`src/rtl/ext_irq_pkg.sv`:
```
package ext_irq_pkg;
  // Decoded bus strobes passed from control to datapath
  typedef struct packed {
    logic enWr;   // write of the enable register
    logic stWr;   // write of the status register
    logic stRd;   // read of the status register (arms flags)
    logic selEn;  // read mux selects the enable register
    logic selSt;  // read mux selects the status register
  } busStrobe_t;
endpackage

```
`src/rtl/ext_irq_sync.sv`:
```
module ext_irq_sync #(
  parameter int W      = 6,
  parameter int STAGES = 2
) (
  input  logic         clk,
  input  logic         rstN,
  input  logic [W-1:0] din,
  output logic [W-1:0] dout
);
  logic [W-1:0] stg [STAGES];

  // Stages reset high so the idle pin level shows no edge
  always_ff @(posedge clk) begin
    if (!rstN) begin
      for (int k = 0; k < STAGES; k++) stg[k] <= '1;
    end else begin
      stg[0] <= din;
      for (int k = 1; k < STAGES; k++) stg[k] <= stg[k-1];
    end
  end

  assign dout = stg[STAGES-1];
endmodule

```
`src/rtl/ext_irq_ctl.sv`:
```
module ext_irq_ctl
  import ext_irq_pkg::*;
#(
  parameter int              ADDR_W  = 8,
  parameter logic [ADDR_W-1:0] EN_ADDR = 8'hF5,
  parameter logic [ADDR_W-1:0] ST_ADDR = 8'hF6
) (
  input  logic [ADDR_W-1:0] busAddr,
  input  logic              busWrEn,
  input  logic              busRdEn,
  output busStrobe_t        strb
);
  logic hitEn, hitSt;

  assign hitEn = (busAddr == EN_ADDR);
  assign hitSt = (busAddr == ST_ADDR);

  always_comb begin
    strb.selEn = hitEn;
    strb.selSt = hitSt;
    strb.enWr  = busWrEn & hitEn;
    strb.stWr  = busWrEn & hitSt;
    strb.stRd  = busRdEn & hitSt;
  end
endmodule

```
`src/rtl/ext_irq_dp.sv`:
```
module ext_irq_dp
  import ext_irq_pkg::*;
#(
  parameter int NUM_CH      = 6,
  parameter int DATA_W      = 8,
  parameter int SYNC_STAGES = 2
) (
  input  logic              clk,
  input  logic              rstN,
  input  busStrobe_t        strb,
  input  logic [DATA_W-1:0] wdata,
  input  logic [NUM_CH-1:0] irqPin,
  input  logic [NUM_CH-1:0] senseEdge,
  input  logic [NUM_CH-1:0] ackPulse,
  output logic [DATA_W-1:0] rdata,
  output logic [NUM_CH-1:0] irqReq
);
  localparam int PAD_W = DATA_W - NUM_CH;

  logic [NUM_CH-1:0] syncQ, prevQ;
  logic [NUM_CH-1:0] flagQ, flagD, armQ, armD, enQ;

  ext_irq_sync #(.W(NUM_CH), .STAGES(SYNC_STAGES)) u_sync (
    .clk (clk),
    .rstN(rstN),
    .din (irqPin),
    .dout(syncQ)
  );

  for (genvar i = 0; i < NUM_CH; i++) begin : g_ch
    logic setC, hwC, swC;
    // level mode: low sample; edge mode: high-to-low between samples
    assign setC = senseEdge[i] ? (prevQ[i] & ~syncQ[i]) : ~syncQ[i];
    // level-mode acknowledge needs the pin back high
    assign hwC  = ackPulse[i] & (senseEdge[i] | syncQ[i]);
    assign swC  = strb.stWr & ~wdata[i] & armQ[i];
    // set has priority over both clears
    assign flagD[i] = setC | (flagQ[i] & ~(hwC | swC));
    assign armD[i]  = strb.stWr ? 1'b0
                    : ((armQ[i] | (strb.stRd & flagQ[i])) & ~hwC);
  end

  always_ff @(posedge clk) begin
    if (!rstN) begin
      prevQ <= '1;
      flagQ <= '0;
      armQ  <= '0;
      enQ   <= '0;
    end else begin
      prevQ <= syncQ;
      flagQ <= flagD;
      armQ  <= armD;
      if (strb.enWr) enQ <= wdata[NUM_CH-1:0];
    end
  end

  always_comb begin
    rdata = '0;
    if (strb.selEn)      rdata = {{PAD_W{1'b0}}, enQ};
    else if (strb.selSt) rdata = {{PAD_W{1'b0}}, flagQ};
  end

  assign irqReq = flagQ & enQ;
endmodule

```
`src/rtl/ext_irq_ctrl.sv`:
```
module ext_irq_ctrl
  import ext_irq_pkg::*;
#(
  parameter int              NUM_CH      = 6,
  parameter int              DATA_W      = 8,
  parameter int              ADDR_W      = 8,
  parameter int              SYNC_STAGES = 2,
  parameter logic [ADDR_W-1:0] EN_ADDR     = 8'hF5,
  parameter logic [ADDR_W-1:0] ST_ADDR     = 8'hF6
) (
  input  logic              clk,
  input  logic              rstN,
  input  logic [ADDR_W-1:0] busAddr,
  input  logic              busWrEn,
  input  logic              busRdEn,
  input  logic [DATA_W-1:0] busWdata,
  output logic [DATA_W-1:0] busRdata,
  input  logic [NUM_CH-1:0] irqPin,
  input  logic [NUM_CH-1:0] senseEdge,
  input  logic [NUM_CH-1:0] ackPulse,
  output logic [NUM_CH-1:0] irqReq
);
  busStrobe_t strb;

  ext_irq_ctl #(.ADDR_W(ADDR_W), .EN_ADDR(EN_ADDR), .ST_ADDR(ST_ADDR)) u_ctl (
    .busAddr(busAddr),
    .busWrEn(busWrEn),
    .busRdEn(busRdEn),
    .strb   (strb)
  );

  ext_irq_dp #(.NUM_CH(NUM_CH), .DATA_W(DATA_W), .SYNC_STAGES(SYNC_STAGES)) u_dp (
    .clk      (clk),
    .rstN     (rstN),
    .strb     (strb),
    .wdata    (busWdata),
    .irqPin   (irqPin),
    .senseEdge(senseEdge),
    .ackPulse (ackPulse),
    .rdata    (busRdata),
    .irqReq   (irqReq)
  );
endmodule

```
`config.mk`:
```
export PLATFORM = sky130hd
export DESIGN_NAME = ext_irq_ctrl
export DESIGN_NICKNAME = d
export VERILOG_FILES = /design/src/rtl/ext_irq_pkg.sv /design/src/rtl/ext_irq_sync.sv /design/src/rtl/ext_irq_ctl.sv /design/src/rtl/ext_irq_dp.sv /design/src/rtl/ext_irq_ctrl.sv
export SDC_FILE = /design/constraint.sdc
export NUM_CORES = 1
export LEC_CHECK = 0
export BUFFER_PORTS_ARGS = -buffer_cell sky130_fd_sc_hd__buf_2
export CAP_MARGIN = 20
export CORE_MARGIN = 8
export CORE_UTILIZATION = 44
export CTS_CLUSTER_DIAMETER = 200
export DETAILED_ROUTE_END_ITERATION = 7
export GPL_ROUTABILITY_DRIVEN = 0
export PLACE_DENSITY = 0.74
export SLEW_MARGIN = 20
export SYNTH_ARGS = -nofsm -noshare
export SYNTH_HDL_FRONTEND = slang
export SYNTH_SLANG_ARGS = --single-unit
```
`constraint.sdc`:
```
create_clock -name clk -period 1.1 [get_ports clk]
set_input_delay 0.165 -clock clk [delete_from_list [all_inputs] [get_ports clk]]
set_output_delay 0.165 -clock clk [all_outputs]
set_load 0.01 [all_outputs]
```
**Word level (Yosys, flattened, before mapping)**

Memory sizes are Yosys's and may differ from the RTL's.
Index checks and enable logic that the tools add are counted.

- Eq/ne operators: 2
- Muxes and demuxes: 12
- Bitwise logic cells: 97
- Reduce and logical (&&, ||, !) cells: 1

Operators by type and width:

| cell | number |
|---|---|
| $and 1x1->1 | 45 |
| $or 1x1->1 | 26 |
| $not 1->1 | 25 |
| $mux 6 | 3 |
| $eq 8x8->1 const B | 2 |
| $mux 1 | 8 |
| $mux 8 | 1 |
| $and 6x6->6 | 1 |
| $reduce_or 2->1 | 1 |

- Bits in registers: 24
- Memory bits (writable): 12
- Input port bits: 38
- Output and inout port bits: 14
- Logic and storage cells: 117
- Memories kept: 1

Memories:

| memory | depth | bits a word | read ports | clocked after Yosys merged registers in | write ports | RTL line | source |
|---|---|---|---|---|---|---|---|
| u_dp.u_sync.stg | 2 | 6 | 2 | 0 | 2 | ext_irq_sync.sv:10 | `logic [W-1:0] stg [STAGES];` |

**Longest topological paths before layout**

Gate-level depths: netlist of the first run.

- Depth in word-level cells: 8
- Depth in mapped cells: 5
- Mapped depth without buffers: 3

**By module**

From an unflattened synthesis of the first run, not the netlist that was laid out.

- Cell total of the unflattened synthesis: 153
- Area, all modules: 1577.8 um^2

Modules (own cells, without submodules):

| module | instances | cells each | area an instance (um^2) | seq. area each (um^2) |
|---|---|---|---|---|
| ext_irq_dp | 1 | 109 | 1103.6 | 480.5 |
| ext_irq_sync | 1 | 31 | 384.1 | 240.2 |
| ext_irq_ctl | 1 | 13 | 90.1 | 0.0 |

**Worst setup path after synthesis of the first run**

No wires, ideal clock.

- Path kind: input to output
- Start point: input busAddr[6]
- End point: output busRdata[0]
- Data arrival time: 0.941 ns
- Slack: -0.006 ns
- Cell stages on the path: 5
- Buffers on the path: 2
- Cell sequence: and4_1 -> buf_2 -> and2_0 -> buf_2 -> a22o_1

- Word-level cells in the longest chain between the ends: 3
- Elaborated cells on any way between the ends: 4
- Those cells by class: eq/ne: 2; mux: 2

Ends and longest elaborated chain:

| item | RTL line | source |
|---|---|---|
| start, declared | ext_irq_ctrl.sv:13 | `input logic [ADDR_W-1:0] busAddr,` |
| $eq 8x8->1 | ext_irq_ctl.sv:16 | `assign hitSt = (busAddr == ST_ADDR);` |
| $mux 6 | ext_irq_dp.sv:60 | `else if (strb.selSt) rdata = {{PAD_W{1'b0}}, flagQ};` |
| $mux 8 * | ext_irq_dp.sv:59 | `if (strb.selEn) rdata = {{PAD_W{1'b0}}, enQ};` |
| end, declared | ext_irq_ctrl.sv:17 | `output logic [DATA_W-1:0] busRdata,` |

Every way passes the cells marked *; elsewhere a longest branch is shown, timed or not.

**Final worst setup path of the first run**

- Start point: input busAddr[1]
- End point: output busRdata[1]

The elaborated chain is that of the path after synthesis.

==> impl_metrics.ini, run 1 <==
[run_status]
status = complete, but fails checks
violations = negative setup slack

[die]
die_w_um = 75.2
die_h_um = 75.2
core_area_um2 = 3360
num_io_pins = 52
start_util = 0.458
dieArea_um2 = 5650
rows = 21

[pwr]
leakagePower_nw = 0.880
ir_drop_uv = 834
power_density_nw_per_um2 = 1120
total_power_w = 0.00234

[routing]
finalWirelength_mm = 3.86
vias = 1367
wl_per_cell_um = 14.4
drt_iter0_markers = 60
first_pass_iters = 4
route.detailed.drc = 0
via_per_inst = 5.10
final_antenna_net_count = 0

[global_routing]
track_usage = 0.136
grt_max_degree = 24
grt_pass1_vias = 1344
grt_pass1_wl_mm = 5.97
gr-total-overflow = 0
antenna_found_initial = 0

[clock_network]
cts_buffers = 5
cts.path.max_buffers = 2
clk_pin_slew_ns = 0.10
clk_latency_ns = 0.33
cts_tree = built
clkSinkCount = 36
root_buffer = clkbuf_4
htreeDepth = 2

[sta]
fin_skew_ns = 0.00985
fin_crit_sh = 1.16
max_clock_freq_mhz = 783
hold_viol_final = 0
maxSlewViolCount = 0
worst_slack_ns = -0.178
tns_ns = -1.06
finalSetupViolCount = 12
min_period_ns = 1.28
rsz0062_at_grt = true

[logic_synthesis]
synthMostInstantiatedCell = dfxtp_1
synth_top_flop_cell = dfxtp_1
yosys.area.top_type = dfxtp_1
synth_compound_area_frac = 0.132
synthTopCellsByArea = dfxtp_1 (47%), nand2b_1 (10%), mux2i_1 (3.9%), a22o_1 (3.4%), a41oi_1 (3.4%)
synthArstFlopShare = 0
synth.area.mux_share = 0.0390
yosysSeqAreaShare = 0.468
avgSynthCellArea_um2 = 10.1
synth-simple-area-share = 0.329
synth_cell_types = 30
synthXorXnorAreaFrac = 0
netlist_top_cells_count = dfxtp_1 (36), nand2b_1 (25), nand2_1 (12)
ys_ff_latch = 36
synth_top_family_by_area = simple AND/OR/NAND/NOR gates
synth_top_area_frac = 0.468
netlist_instances = 152
synth-edff-count = 0
syn_area_um2 = 1540
synth_warnings = 0
synthAdderAreaFrac = 0

[cells_and_area]
diodes = 0
fin_nets = 259
synthToLayoutAreaGrowth_pct = 35.4
drive_gt1_frac = 0.423
final_area_um2 = 2090
fin_cells = 268

[critical_path]
critPathArrivalTime_ns = 1.11
crit_path_start_kind = input port
crit_fanout = 3
end_kind = output port
cpMaxStageDelayCell = or2b_1
startpoint = busAddr[1]
cp.required_ns = 0.94
slowest_delay_ns = 0.25
cp_cell_sequence = buf_6 -> or2b_1 -> nor4_4 -> buf_4 -> a22o_1 -> buf_2
critical_path_class = in2out
rr_startpoint = u_dp.armQ[1]$_SDFF_PP0_

[placed_design]
io_buffer_count = 47
placedCellCount = 247
dpl_cell_area_um2 = 1880
hpwlAfterDp_mm = 2.96
post-place-ws_ns = -0.298

[flow_run]
drv_cap = 0

[min_path]
min_from = irqPin[2]
hold_class = in2reg
-- logic make-up after synthesis --
kind of cell           count (synthesis)
AND/OR/NAND/NOR                       75
multiplexers                           6
buffers and inverters                  9
flip-flops                            36
AO/OA/AOI/OAI                         25
other                                  1
-- critical path, delay by kind of cell --
| kind | cells | cell delay, ns |
|---|---|---|
| compound gates | 1 | 0.13 |
| buf+inv | 3 | 0.39 |
| simple gates | 2 | 0.42 |
-- area by class of cell --
class / instances / area (um^2)
inverters: 1 / 3.75
flip-flops and latches: 36 / 734
clock buffers: 6 / 51.3
well taps: 46 / 57.6
fillers: 309 / 1280
repair buffers: 69 / 443
multi-input cells: 108 / 786
clock inverters: 2 / 10.0
-- sequential cells by signal, indices dropped and copies added (netlist names) --
name / flops
u_dp.u_sync.stg: 12
u_dp.prevQ: 6
u_dp.flagQ: 6
u_dp.enQ: 6
u_dp.armQ: 6
-- where the power goes --
part / switching, W / internal [W] / leakage (nW)
Combinational: 0.000121 / 0.000141 / 0.542
Clock: 0.000418 / 0.000304 / 0.0380
Sequential: 0.0000152 / 0.00134 / 0.299
-- layer usage --
| layer | up-vias | track usage | part of all wire |
|---|---|---|---|
| met5 | - | 0 | 0 |
| met3 | 3 | 0.0479 | 0.088 |
| met2 | 52 | 0.241 | 0.50 |
| li1 | 678 | - | - |
| met4 | 0 | 0.0320 | 0.0054 |
| met1 | 634 | 0.151 | 0.41 |
-- per-stage QoR --
step,utilization,hold slack (ns)
floorplan,-,0.266
global placement,0.558,0.345
detailed placement,0.558,0.349
CTS,0.615,0.00368
global route,0.620,0.000577
finish,0.620,0.0162
-- path summary, 6_finish.rpt --
kind	to	slack, ns	cells past startpoint
setup / recovery	busRdata[1]	-0.18	6
setup reg to reg	u_dp.flagQ[1]$_SDFF_PN0_	0.18	3
hold / removal	u_dp.u_sync.stg[0][2]$_SDFF_PN1_	0.02	2
hold reg to reg	u_dp.u_sync.stg[0][10]$_SDFF_PN1_	0.41	1
-- timing repair --
action / CTS / global route
buffers inserted: 9 / 1
hold buffers: 3 / 0
hold endpoints to repair: 3 / 0
setup endpoints to repair: 12 / 12
resized for setup: 16 / 4
pin swaps: 7 / 1
-- cells in the final DEF, fill, tap and decap left out, types with 3 or more instances in the layout --
cell type	count
nor2b_1	6
mux2i_1	6
nor4_1	6
nand2_1	12
o21a_1	4
buf_6	4
and2_1	4
clkbuf_4	5
dfxtp_1	25
o22ai_1	6
a41oi_1	6
nand3b_1	4
buf_2	44
dfxtp_2	11
a22o_1	6
dlygate4sd3_1	3
nor3_1	4
and2_4	3
nand2b_1	25
buf_4	17
Note: power is estimated with default switching activity, not from simulation.
==> inputs of run 2 (changes only) <==
--- a/config.mk
+++ b/config.mk
@@ -8,11 +8,12 @@
 export BUFFER_PORTS_ARGS = -buffer_cell sky130_fd_sc_hd__buf_2
 export CAP_MARGIN = 20
 export CORE_MARGIN = 8
-export CORE_UTILIZATION = 44
+export CORE_UTILIZATION = 49
 export CTS_CLUSTER_DIAMETER = 200
 export DETAILED_ROUTE_END_ITERATION = 7
 export GPL_ROUTABILITY_DRIVEN = 0
-export PLACE_DENSITY = 0.74
+export PLACE_DENSITY = 0.78
+export RECOVER_POWER = 25
 export SLEW_MARGIN = 20
 export SYNTH_ARGS = -nofsm -noshare
 export SYNTH_HDL_FRONTEND = slang
==> constraint.sdc (replaced) <==
create_clock -name clk -period 1.2 [get_ports clk]
set_input_delay 0.18 -clock clk [delete_from_list [all_inputs] [get_ports clk]]
set_output_delay 0.18 -clock clk [all_outputs]
set_load 0.01 [all_outputs]
==> run 2 against run 1 <==
Net effect:
- the run still ends with negative setup slack left
- design area down 3.1%
- first-iteration DRC count shrank 18%
- global-route usage is 0.53 points higher
- count of clock-buffer cells in the layout rose by 2
- largest cell class unchanged
- highest routed layer unchanged
==> impl_metrics.ini, run 2 (synthesis results as in run 1) <==
[pwr]
total_power_w = 0.00212
pwr-share-comb = 0.100
p_seq_frac = 0.585
clkPwrFrac = 0.315
swShare = 0.234
leakagePower_nw = 0.827
power.internal_w = 0.00162
power_density_nw_per_um2 = 1050
ir_drop_uv = 804
p_switching_w = 0.000496

[critical_path]
cpMaxStageDelayCell = or2b_1
end_kind = output port
critical_path_class = in2out
crit_path_start_kind = input port
cp_cell_sequence = buf_6 -> or2b_1 -> nor4_4 -> buf_4 -> a22o_1 -> buf_2
cp.required_ns = 1.02
critPathArrivalTime_ns = 1.13
slowest_delay_ns = 0.26
crit_fanout = 4

[die]
start_util = 0.509
num_io_pins = 52
core_area_um2 = 3030
dieArea_um2 = 5190
rows = 20
die_w_um = 72.1
die_h_um = 72.1

[clock_network]
cts_tree = built
clk_latency_ns = 0.33
cts.path.max_buffers = 2
htreeDepth = 2
root_buffer = clkbuf_4
clkSinkCount = 36
clk_pin_slew_ns = 0.10
cts_buffers = 5

[sta]
max-slew-margin-rel = 0.610
worst_slew_pin_slew_ns = 0.584
min_period_ns = 1.31
max_clock_freq_mhz = 761
hold_viol_final = 0
finalSetupViolCount = 6
maxSlewViolCount = 0
fin_crit_sh = 1.10
worst_slack_ns = -0.115
rsz0062_at_grt = true
fin_skew_ns = 0.00779

[flow_run]
drv_cap = 0

[global_routing]
grt_max_degree = 23
track_usage = 0.141
antenna_found_initial = 0
grt_pass1_wl_mm = 5.93
grt_pass1_vias = 1376
gr-total-overflow = 0

[routing]
final_antenna_net_count = 0
first_pass_iters = 4
met3WireLength_um = 345
drt_iter0_markers = 49
finalWirelength_mm = 3.57
met1_length_mm = 1.50
via_per_inst = 5.19
route.detailed.drc = 0
vias = 1338
dr_wl_met2_mm = 1.69
top_layer = met4
wl_per_cell_um = 13.8

[cells_and_area]
drive_gt1_frac = 0.383
fin_util = 0.667
final_cell_mix = buf_2 (41), dfxtp_1 (28), nand2b_1 (25)
synthToLayoutAreaGrowth_pct = 31.2
fin_nets = 251
diodes = 0
largest-register = u_dp.u_sync.stg
largest_register_ffs = 12
n_fill_cell = 235
seq_area_um2 = 738
layout_commonest_cell = buf_2
multiInputGateArea_um2 = 788

[placed_design]
post-place-ws_ns = -0.206
io_buffer_count = 47
hpwlAfterDp_mm = 2.84

[run_status]
status = complete, but fails checks
violations = negative setup slack

[min_path]
hold_class = in2reg
-- run 2: path summary, 6_finish.rpt --
check	slack, ns	to	cells after the start	startpoint
setup / recovery	-0.11	busRdata[4]	6	busAddr[1]
hold / removal	0.02	u_dp.u_sync.stg[0][5]$_SDFF_PN1_	2	irqPin[5]
setup reg to reg	0.29	u_dp.flagQ[3]$_SDFF_PN0_	3	u_dp.u_sync.stg[0][9]$_SDFF_PN1_
hold reg to reg	0.41	u_dp.u_sync.stg[0][10]$_SDFF_PN1_	1	u_dp.u_sync.stg[0][4]$_SDFF_PN1_
-- run 2: power by group through the flow --
| stage | clock (W) | sequential (W) | combinational [W] |
|---|---|---|---|
| 3_3_place_gp | 0 | 0.00127 | 0.000198 |
| 6_report | 0.000667 | 0.00124 | 0.000211 |
| 2_1_floorplan | 0 | 0.00126 | 0.000105 |
| 3_5_place_dp | 0 | 0.00127 | 0.000205 |
| 4_1_cts | 0.000681 | 0.00124 | 0.000214 |
| 5_1_grt | 0.000747 | 0.00124 | 0.000231 |
-- run 2: layout make-up --
type / instances / area share
multi-input cells: 108 / 0.390
flip-flops and latches: 36 / 0.365
repair buffers: 61 / 0.186
clock buffers: 8 / 0.0291
well taps: 44 / 0.0272
inverters: 1 / 0.00186
-- run 2: layer usage --
layer	global-route usage	up-vias
li1	-	669
met1	0.151	606
met2	0.226	57
met3	0.0785	6
met4	0.0567	0
met5	0	-
-- run 2: timing repair --
action	4_1_cts	5_1_grt
hold buffers	0	2
resized for setup	7	16
endpoints found under the hold margin	0	2
setup endpoints to repair	7	12
setup buffers	3	0
pin swaps	4	1
-- run 2: worst max-delay path: cells and delay by family --
family                 cells  cell delay (ns)
buffers and inverters      3             0.39
and+or+nand+nor            2             0.43
AOI/OAI and AO/OA          1             0.13
-- run 2: per-stage QoR --
stage | area [um^2] | cells | TNS [ns] | hold slack [ns]
after global placement | 1870 | 245 | -1.25 | 0.359
after CTS | 1970 | 256 | -0.438 | 0.0125
after floorplan | 1540 | 153 | 0 | 0.281
after global routing | 2020 | 258 | -1.29 | 0.00641
after detailed placement | 1870 | 245 | -1.90 | 0.363
final | 2020 | 258 | -0.602 | 0.0244
